File: src/rtl/thr_pkg.sv
package thr_pkg;

  localparam int DEF_CNT_W  = 10;
  localparam int DEF_CODE_W = 3;

  typedef enum logic {
    WSEL_SOFTWARE = 1'b0,
    WSEL_THERMAL  = 1'b1
  } wsel_e;

  // Low clocks per period for a duty code: code 0 means half the period,
  // otherwise (2^code_w - code) slices of period / 2^code_w clocks.
  function automatic int duty_clocks(int code, int code_w, int cnt_w);
    int period;
    int slice;
    period = 1 << cnt_w;
    slice  = period >> code_w;
    if (code == 0) return period / 2;
    return ((1 << code_w) - code) * slice;
  endfunction

endpackage

File: src/rtl/thr_regs.sv
module thr_regs #(
  parameter int CODE_W = thr_pkg::DEF_CODE_W
) (
  input  logic              clk,
  input  logic              rst,
  input  logic              wr_en,
  input  logic              wr_sel,
  input  logic [CODE_W:0]   wr_data,
  output logic              sw_en,
  output logic [CODE_W-1:0] sw_code,
  output logic [CODE_W-1:0] th_code,
  output logic              th_locked
);
  import thr_pkg::*;

  logic wr_thermal;
  logic wr_software;

  assign wr_thermal  = wr_en && (wr_sel == 1'(WSEL_THERMAL));
  assign wr_software = wr_en && (wr_sel == 1'(WSEL_SOFTWARE));

  always_ff @(posedge clk) begin
    if (rst) begin
      sw_en     <= 1'b0;
      sw_code   <= '0;
      th_code   <= '0;
      th_locked <= 1'b0;
    end else begin
      if (wr_software) begin
        sw_en   <= wr_data[CODE_W];
        sw_code <= wr_data[CODE_W-1:0];
      end
      if (wr_thermal && !th_locked) begin
        th_code   <= wr_data[CODE_W-1:0];
        th_locked <= 1'b1;
      end
    end
  end

endmodule

File: src/rtl/thr_select.sv
module thr_select #(
  parameter int CNT_W  = thr_pkg::DEF_CNT_W,
  parameter int CODE_W = thr_pkg::DEF_CODE_W,
  localparam int LIM_W = CNT_W + 1
) (
  input  logic              full_run,
  input  logic              thrm_ovr,
  input  logic              sw_en,
  input  logic [CODE_W-1:0] sw_code,
  input  logic [CODE_W-1:0] th_code,
  output logic              active,
  output logic              use_thermal,
  output logic [LIM_W-1:0]  sel_lim
);
  import thr_pkg::*;

  logic [CODE_W-1:0] code_pick;

  assign use_thermal = thrm_ovr;
  assign active      = full_run && (thrm_ovr || sw_en);
  assign code_pick   = use_thermal ? th_code : sw_code;
  assign sel_lim     = LIM_W'(duty_clocks(int'(code_pick), CODE_W, CNT_W));

endmodule

File: src/rtl/thr_period.sv
module thr_period #(
  parameter int CNT_W  = thr_pkg::DEF_CNT_W,
  parameter int CODE_W = thr_pkg::DEF_CODE_W,
  localparam int LIM_W = CNT_W + 1
) (
  input  logic             clk,
  input  logic             rst,
  input  logic             active,
  input  logic [LIM_W-1:0] sel_lim,
  output logic             run_q,
  output logic [CNT_W-1:0] cnt,
  output logic [LIM_W-1:0] lim_q,
  output logic             wrap,
  output logic             stop_n
);
  import thr_pkg::*;

  localparam logic [LIM_W-1:0] RESET_LIM = LIM_W'(duty_clocks(0, CODE_W, CNT_W));

  logic in_stop;

  assign wrap    = run_q && (cnt == {CNT_W{1'b1}});
  assign in_stop = run_q && ({1'b0, cnt} < lim_q);
  assign stop_n  = !in_stop;

  always_ff @(posedge clk) begin
    if (rst) begin
      run_q <= 1'b0;
      cnt   <= '0;
      lim_q <= RESET_LIM;
    end else if (!active) begin
      run_q <= 1'b0;
      cnt   <= '0;
      lim_q <= sel_lim;
    end else begin
      run_q <= 1'b1;
      if (run_q) cnt <= cnt + CNT_W'(1);
      if (!run_q || wrap) lim_q <= sel_lim;
    end
  end

endmodule

File: src/rtl/clkstop_throttle.sv
module clkstop_throttle #(
  parameter int CNT_W  = thr_pkg::DEF_CNT_W,
  parameter int CODE_W = thr_pkg::DEF_CODE_W,
  localparam int LIM_W = CNT_W + 1,
  localparam int RD_W  = 2 * CODE_W + 2
) (
  input  logic            clk,
  input  logic            rst,
  input  logic            full_run,
  input  logic            thrm_ovr,
  input  logic            wr_en,
  input  logic            wr_sel,
  input  logic [CODE_W:0] wr_data,
  output logic [RD_W-1:0] rd_data,
  output logic            stop_n
);

  logic              sw_en;
  logic [CODE_W-1:0] sw_code;
  logic [CODE_W-1:0] th_code;
  logic              th_locked;
  logic              active;
  logic              use_thermal;
  logic [LIM_W-1:0]  sel_lim;
  logic              run_q;
  logic [CNT_W-1:0]  cnt;
  logic [LIM_W-1:0]  lim_q;
  logic              wrap;

  thr_regs #(.CODE_W(CODE_W)) u_regs (
    .clk       (clk),
    .rst       (rst),
    .wr_en     (wr_en),
    .wr_sel    (wr_sel),
    .wr_data   (wr_data),
    .sw_en     (sw_en),
    .sw_code   (sw_code),
    .th_code   (th_code),
    .th_locked (th_locked)
  );

  thr_select #(.CNT_W(CNT_W), .CODE_W(CODE_W)) u_sel (
    .full_run    (full_run),
    .thrm_ovr    (thrm_ovr),
    .sw_en       (sw_en),
    .sw_code     (sw_code),
    .th_code     (th_code),
    .active      (active),
    .use_thermal (use_thermal),
    .sel_lim     (sel_lim)
  );

  thr_period #(.CNT_W(CNT_W), .CODE_W(CODE_W)) u_period (
    .clk     (clk),
    .rst     (rst),
    .active  (active),
    .sel_lim (sel_lim),
    .run_q   (run_q),
    .cnt     (cnt),
    .lim_q   (lim_q),
    .wrap    (wrap),
    .stop_n  (stop_n)
  );

  assign rd_data = {th_locked, th_code, sw_en, sw_code};

endmodule

File: config.mk
export PLATFORM = sky130hd
export DESIGN_NAME = clkstop_throttle
export DESIGN_NICKNAME = d
export VERILOG_FILES = /design/src/rtl/thr_pkg.sv /design/src/rtl/thr_regs.sv /design/src/rtl/thr_select.sv /design/src/rtl/thr_period.sv /design/src/rtl/clkstop_throttle.sv
export SDC_FILE = /design/constraint.sdc
export NUM_CORES = 1
export LEC_CHECK = 0
export ABC_AREA = 1
export CAP_MARGIN = 20
export CORE_MARGIN = 2
export CORE_UTILIZATION = 40
export CTS_CLUSTER_SIZE = 10
export DETAILED_ROUTE_END_ITERATION = 8
export GPL_ROUTABILITY_DRIVEN = 0
export PLACE_DENSITY = 0.69
export SYNTH_ARGS = -nofsm -noshare
export SYNTH_HDL_FRONTEND = slang
export SYNTH_SLANG_ARGS = --single-unit
File: constraint.sdc
create_clock -name clk -period 1.6 [get_ports clk]
set_input_delay 0.4 -clock clk [delete_from_list [all_inputs] [get_ports clk]]
set_output_delay 0.4 -clock clk [all_outputs]
set_load 0.01 [all_outputs]
Word-level counts from Yosys, hierarchy flattened
Cells that the tools add are included.
{ "word_totals": {"reg_bits": 30, "latch_bits": 0, "mem_bits_rw": 0, "rom_bits": 0, "wordCells": 34, "memories": 0} }
{ "classes": {"addsub": 2, "n_mul": 0, "n_div": 0, "magnitude_cmp": 1, "n_eq_ne": 2, "shift": 0, "muxes": 7, "bitwise": 2, "reduce_logical": 13} }
{ "ops": {"columns": ["operator", "n"], "rows": [
  ["two-way mux 11 bit", 3],
  ["< comparator 10 x 11 -> 1 bit", 1],
  ["adder 10 x 1 -> 10 bit (second input constant)", 1],
  ["equality test 10 bit (second input constant)", 1],
  ["two-way mux 10 bit", 1],
  ["logical AND 1 bit", 6],
  ["subtractor 4 x 3 -> 4 bit (first input constant)", 1],
  ["zero test 1 bit", 3],
  ["zero test 3 bit", 1],
  ["two-way mux 3 bit", 1],
  ["logical OR 1 bit", 2],
  ["two-way mux 1 bit", 2],
  ["!= test 2 bit (second input constant)", 1],
  ["inverter 1 bit", 2],
  ["OR reduction 2 bit", 1]
]} }

Logic depth before layout (Yosys ltp)
Gate-level depths: netlist of the first run.
{ "logic_depth": {"word_depth": 6, "mapped_depth": 10, "ltp_nobuf": 10} }

Hierarchy
Synthesis of the first run repeated with hierarchy kept, for this count alone.
{ "unflattened": {"cells_unflattened": 253, "hier_area_um2": 1779.2} }
{ "by_module_without_submodules": {"columns": ["module", "n_inst", "cells_each", "area_each_um2", "seq_area_each_um2"], "rows": [
  ["thr_period", 1, 171, 1238.7, 440.4],
  ["thr_regs", 1, 42, 324.1, 160.2],
  ["thr_select", 1, 38, 201.4, 0.0],
  ["clkstop_throttle", 1, 2, 15.0, 0.0]
]} }

Worst setup path after synthesis of the first run
No wires, ideal clock.
{ "synth_timing": {"path_kind": "register to output", "start": "register u_period.lim_q[9]", "end": "output stop_n", "arrival_ns": 0.893, "required_time_ns": 1.200, "setup_slack_ns": 0.307, "stages_incl_launch_ff": 5, "path_buffers": 0, "cell_sequence": "dfxtp_1 > inv_1 > ha_1 > nand2_1 > o211ai_1"} }
{ "synth_via": {"elab_chain_cells": 3} }
{ "synth_lines": {"columns": ["item", "line_no", "rtl"], "rows": [
  ["start: declaration", "thr_period.sv:12", "output logic [LIM_W-1:0] lim_q,"],
  ["start signal: assignment", "thr_period.sv:34", "lim_q <= sel_lim;"],
  ["start signal: assignment", "thr_period.sv:38", "if (!run_q || wrap) lim_q <= sel_lim;"],
  ["< comparator 10 x 11 -> 1 bit", "thr_period.sv:23", "assign in_stop = run_q && ({1'b0, cnt} < lim_q);"],
  ["logical AND 1 bit", "thr_period.sv:23", null],
  ["zero test 1 bit", "thr_period.sv:24", "assign stop_n = !in_stop;"],
  ["end: declaration", "clkstop_throttle.sv:15", "output logic stop_n"]
]} }
No other way between the ends.

Final worst setup path of the first run
Same ends and word-level chain as after synthesis.

==> results of run 1 <==
## power groups by stage
stage / registers [mW] / logic (mW) / clock network (mW)
after floorplan: 0.623 / 0.0861 / 0
after global placement: 0.621 / 0.159 / 0
after detailed placement: 0.622 / 0.162 / 0
after CTS: 0.610 / 0.155 / 0.286
after global routing: 0.614 / 0.177 / 0.328
final: 0.610 / 0.156 / 0.278
## cells in the mapped netlist (all sizes together)
cell | number | area share
inv | 21 | 0.069
ha | 4 | 0.044
or2 | 1 | 0.0055
o211ai | 1 | 0.0066
nor3 | 1 | 0.0044
a21oi | 5 | 0.022
nand3 | 12 | 0.061
buf | 4 | 0.027
nand2 | 43 | 0.15
nor2 | 40 | 0.15
xor2 | 2 | 0.015
o21ai | 9 | 0.043
dfxtp | 23 | 0.40
nand4 | 1 | 0.0055
## registers in the layout, indices dropped and copies added (netlist names)
| name | flops |
|---|---|
| u_period.lim_q | 4 |
| u_period.cnt | 10 |
| u_regs.sw_code | 3 |
| u_regs.th_code | 3 |
| u_period.run_q | 1 |
| u_regs.th_locked | 1 |
| u_regs.sw_en | 1 |
## worst max-delay path: cells and delay by family, from the launching register on
kind / cells / cell delay (ps)
flip-flops: 1 / 370
adder cells (fa/ha/maj): 1 / 250
buffers and inverters: 2 / 200
AO/OA/AOI/OAI: 1 / 150
AND/OR/NAND/NOR: 1 / 30
## cell type report
type,count,area [um^2],area share
tap,31,38.8,0.0269
inverter,21,78.8,0.0546
timing repair buffer,26,225,0.156
clock buffer,4,26.3,0.0182
multi-input combinational,119,607,0.421
sequential,23,467,0.324
## path summary, 6_finish.rpt
path	slack (ps)	startpoint	end	cells after the start
min reg2reg	480	u_regs.th_locked	u_regs.th_locked	2
max reg2reg	300	u_period.cnt[0]	u_period.lim_q[8]	8
min	480	u_regs.th_locked	u_regs.th_locked	2
max	-110	u_period.lim_q[9]	stop_n	5
## metrics by stage
stage	area (um^2)	TNS (ps)
global route	1440	-170
CTS	1430	-107
global placement	1390	-785
detailed placement	1390	-985
finish	1440	-111
floorplan	1150	0
## kinds of logic after synthesis
logic type | synth area share
buf+inv | 0.0961
compound gates | 0.0710
xor+xnor | 0.0153
flops | 0.402
simple gates | 0.372
fa+ha+maj | 0.0437
## layer usage
| metal | wire length [um] | up-vias | part of all wire | global-route usage |
|---|---|---|---|---|
| li1 | - | 566 | - | - |
| met1 | 1030 | 458 | 0.45 | 0.191 |
| met2 | 1160 | 20 | 0.51 | 0.268 |
| met3 | 102 | 0 | 0.044 | 0.0363 |
| met4 | 0 | 0 | 0 | 0.0698 |
| met5 | 0 | - | 0 | 0 |
## repair_timing
item	4_1_cts	5_1_grt
resized for setup	20	3
setup endpoints to repair	9	1
setup buffers	0	0
pin swaps	3	3
==> flow_summary_export.csv, run 1 <==
group,metric,value,unit
die,die_area,0.00331,mm^2
cts,cts_buffers,3,
cts,cts_sinks,23,
global_route,overflow,0,
final_layout,syn_to_final_growth,25.9,%
final_layout,antennaDiodeCount,0,
pwr,power_switching,275,uW
cts,clockRootBuffer,"clkbuf_4",
pwr,pwr-share-comb,0.150,
pwr,pwr-share-seq,0.584,
logic_synthesis,syn_inst,167,
die,fp.dieH,57.5,um
logic_synthesis,seq_area_frac_synth,0.402,
logic_synthesis,avgSynthCellArea,6.86,um^2
logic_synthesis,synth_warnings,0,
pwr,power.density,724,mW/mm^2
timing,final_hold_viol_count,0,
timing,worstMarginPinSlew,258,ps
final_layout,stdcell_count,224,
placed_design,io_buffers,18,
critical_path,cp-end-kind,"output pin",
pwr,p_int,769,uW
timing,fin_crit_sh,1.07,
placed_design,pre_cts_ws,-175,ps
logic_synthesis,synth_cell_types,21,
final_layout,layout_commonest_cell,"nand2_1",
timing,period_needed,1710,ps
pwr,leakage,0.635,nW
logic_synthesis,synthesis.area,0.00115,mm^2
cts,cts_tree,"yes",
global_route,grt_max_degree,13,
placed_design,hpwl,1770,um
die,die_w,57.5,um
pwr,irDropWorstVdd,0.584,mV
timing,fin_skew,2.24,ps
global_route,grt.total_usage,0.158,
critical_path,cp_max_fo,2,
final_layout,mostFrequentLayoutCells,"nand2_1, nor2_1, dfxtp_1",
critical_path,critPathLaunchType,"register",
routing,first_iter_violations,40,
routing,routed_wl,2300,um
cts,clk_latency,310,ps
final_layout,fin_util,0.528,
final_layout,drive_gt1_frac,0.176,
cts,cts.reportedPaths.clkPinSlew,130,ps
critical_path,slowest_delay,370,ps
cts,clock_path_buffers,2,
flow_run,cap_violations,0,
pwr,swShare,0.264,
cts,h-tree-depth,1,
die,num_rows,19,
timing,relSlewSlack,0.828,
outcome,status,"complete, but fails checks",
hold_path,hp-class,"reg -> reg",
timing,fmax,0.584,GHz
die,start_util,0.419,
cts,cts_hold_buf,0,
outcome,violations,"negative setup slack",
global_route,grt_pass1_wl,4150,um
global_route,first_global_vias,1070,
final_layout,n_fill_cell,275,
die,ioPinCount,19,
routing,vias_per_cell,4.66,
routing,route.vias.total,1044,
logic_synthesis,ys_seq_elements,23,
pwr,clockPowerShare,0.266,
routing,drtPass1Iterations,4,
critical_path,worst_ep_arrival_time,1310,ps
routing,post_drt_wl_per_cell,10.3,um
timing,timing.hold.ws,484,ps
critical_path,slowest_stage,"dfxtp_2",
timing,setup_ws,-111,ps
placed_design,dp_cells,220,
critical_path,critPathKind,"reg -> out",
global_route,antenna_found_initial,0,
pwr,finalPower,1.04,mW
final_layout,nets,208,
die,core_area,0.00273,mm^2
critical_path,crit_required,1200,ps
routing,drc,0,
routing,ant_nets,0,
timing,rsz0062_at_grt,"yes",
critical_path,cp_cell_sequence,"inv_2, ha_4, nand2_2, o211ai_1, buf_2",
logic_synthesis,synth_fp_nets,181,
timing,finalMaxSlewViolations,0,
timing,setup_viol,1,
No activity file was read; power rests on OpenSTA's default activity.
==> run 2, diff against run 1 <==
Settings changed: CELL_PAD_IN_SITES_DETAIL_PLACEMENT set to 1, CELL_PAD_IN_SITES_GLOBAL_PLACEMENT set to 1, CORE_UTILIZATION 40 to 36, PLACE_DENSITY 0.69 to 0.82, SKIP_CTS_REPAIR_TIMING set to 1.
==> run 2 against run 1 <==
  * The flow still finishes with violations (negative setup slack)
  * Design area grew 4.5%
  * Sequential share of layout area decreased by 1.2 points
  * Global-route usage is 1.2 points higher
  * Cell count up 6.7%
  * Critical path depth did not move
  * Clock power is 3% higher
  * Register-to-register slack worse by 50 ps
  * Combinational power grew 9.6%
  * Die area is 10% higher
  * Non-clock buffer count up 2
  * Highest routed layer is now met4
==> flow_summary_export.csv, run 2 (synthesized netlist as in run 1, its figures left out) <==
group,metric,value,unit
outcome,status,"complete, but fails checks",
outcome,violations,"negative setup slack",
placed_design,hpwl,2270,um
pwr,irDropWorstVdd,0.313,mV
final_layout,finish.instance_area,0.00151,mm^2
global_route,grt.total_usage,0.170,
routing,routed_wl,2810,um
routing,drtPass1Iterations,3,
timing,setup_viol,1,
cts,clockRootBuffer,"clkbuf_4",
die,die_w,60.4,um
critical_path,worst_ep_arrival_time,1340,ps
routing,ant_nets,0,
pwr,pwr-share-seq,0.573,
global_route,overflow,0,
timing,final_hold_viol_count,0,
critical_path,slowest_delay,360,ps
timing,fin_skew,8.18,ps
pwr,power_switching,293,uW
die,die_area,0.00365,mm^2
final_layout,largest_registers,"u_period.cnt: 10 flops, u_period.lim_q: 4 flops",
placed_design,pre_cts_ws,-249,ps
pwr,leakage,0.751,nW
timing,rsz0062_at_grt,"yes",
placed_design,dp_cells,234,
timing,relSlewSlack,0.805,
critical_path,critPathLaunchType,"register",
critical_path,cp-end-kind,"output pin",
global_route,grt_pass1_wl,4680,um
final_layout,drive_gt1_frac,0.195,
pwr,finalPower,1.07,mW
cts,h-tree-depth,1,
final_layout,regArea,469,um^2
global_route,antenna_found_initial,0,
final_layout,nets,210,
final_layout,n_fill_cell,410,
hold_path,hp-class,"reg -> reg",
final_layout,syn_to_final_growth,31.6,%
cts,cts_buffers,3,
pwr,swShare,0.274,
timing,fmax,0.574,GHz
routing,route.vias.total,1113,
timing,worstMarginPinSlew,292,ps
final_layout,mostFrequentLayoutCells,"nand2_1, nor2_1, inv_1, dfxtp_1",
cts,clk_latency,320,ps
routing,first_iter_violations,7,
pwr,pwr-share-comb,0.160,
critical_path,cp_max_fo,2,
die,num_rows,20,
cts,cts_sinks,23,
routing,drc,0,
timing,period_needed,1740,ps
flow_run,cap_violations,0,
placed_design,io_buffers,18,
cts,cts.reportedPaths.clkPinSlew,140,ps
cts,cts_tree,"yes",
timing,setup_ws,-142,ps
critical_path,crit_required,1200,ps
die,fp.dieH,60.4,um
final_layout,antennaDiodeCount,0,
pwr,power.density,708,mW/mm^2
die,core_area,0.00305,mm^2
cts,clock_path_buffers,2,
final_layout,stdcell_count,239,
pwr,p_int,774,uW
timing,finalSetupTns,-142,ps
critical_path,slowest_stage,"dfxtp_2",
final_layout,layout_commonest_cell,"nand2_1",
pwr,clockPowerShare,0.267,
timing,finalMaxSlewViolations,0,
critical_path,critPathKind,"reg -> out",
die,ioPinCount,19,
routing,post_drt_wl_per_cell,11.8,um
placed_design,dpl_cell_area,0.00142,mm^2
critical_path,reg2reg_slack,250,ps
final_layout,largest_register_ffs,10,
final_layout,largest-register,"u_period.cnt",
final_layout,multi_input_area,604,um^2
die,start_util,0.375,
critical_path,cp_cell_sequence,"inv_2, ha_4, a21oi_2, o211ai_1, buf_2",
global_route,first_global_vias,1161,
timing,fin_crit_sh,1.09,
routing,vias_per_cell,4.66,
global_route,grt_max_degree,14,
-- run 2: changes by cell type in the layout (fill, tap and decap cells not counted), moves of 2 or more --
cell	delta
buf_4	+2
dfxtp_1	-2
dfxtp_2	+2
dlygate4sd2_1	-8
dlymetal6s2s_1	+9
-- run 2: final timing paths --
kind                          start                end  cells after the start
hold reg to reg    u_regs.th_locked   u_regs.th_locked                      2
setup / recovery  u_period.lim_q[8]             stop_n                      5
setup reg to reg    u_period.cnt[0]  u_period.lim_q[7]                      8
hold / removal     u_regs.th_locked   u_regs.th_locked                      2
-- run 2: metal layers --
layer  wire, um  up-vias  part of all wire  GRT usage
met5          0        -                 0          0
met4         38        0             0.014     0.0745
met3         87        4             0.031     0.0235
met2       1520       18              0.54      0.328
met1       1170      522              0.42      0.184
li1           -      569                 -          -
-- run 2: layout make-up --
| type | count | share of cell area |
|---|---|---|
| clock buffers | 3 | 0.0149 |
| clock inverters | 1 | 0.00332 |
| inverters | 21 | 0.0523 |
| multi-input cells | 119 | 0.401 |
| flip-flops and latches | 23 | 0.311 |
| well taps | 44 | 0.0365 |
| repair buffers | 28 | 0.181 |
-- run 2: metrics by stage --
| stage | utilization | hold slack, ps |
|---|---|---|
| floorplan | - | 444 |
| global placement | 0.464 | 467 |
| detailed placement | 0.464 | 477 |
| CTS | 0.473 | 495 |
| global route | 0.494 | 511 |
| finish | 0.494 | 485 |
-- run 2: power groups by stage --
stage | registers, mW | logic, mW | clock network (mW)
finish | 0.611 | 0.171 | 0.285
global route | 0.615 | 0.189 | 0.326
CTS | 0.610 | 0.172 | 0.302
detailed placement | 0.622 | 0.171 | 0
global placement | 0.622 | 0.164 | 0
floorplan | 0.623 | 0.0861 | 0
-- run 2: worst max-delay path: cells and delay by family, from the launching register on --
| family | cells | cell delay, ps |
|---|---|---|
| flops | 1 | 360 |
| fa+ha+maj | 1 | 250 |
| buf+inv | 2 | 200 |
| compound gates | 2 | 200 |
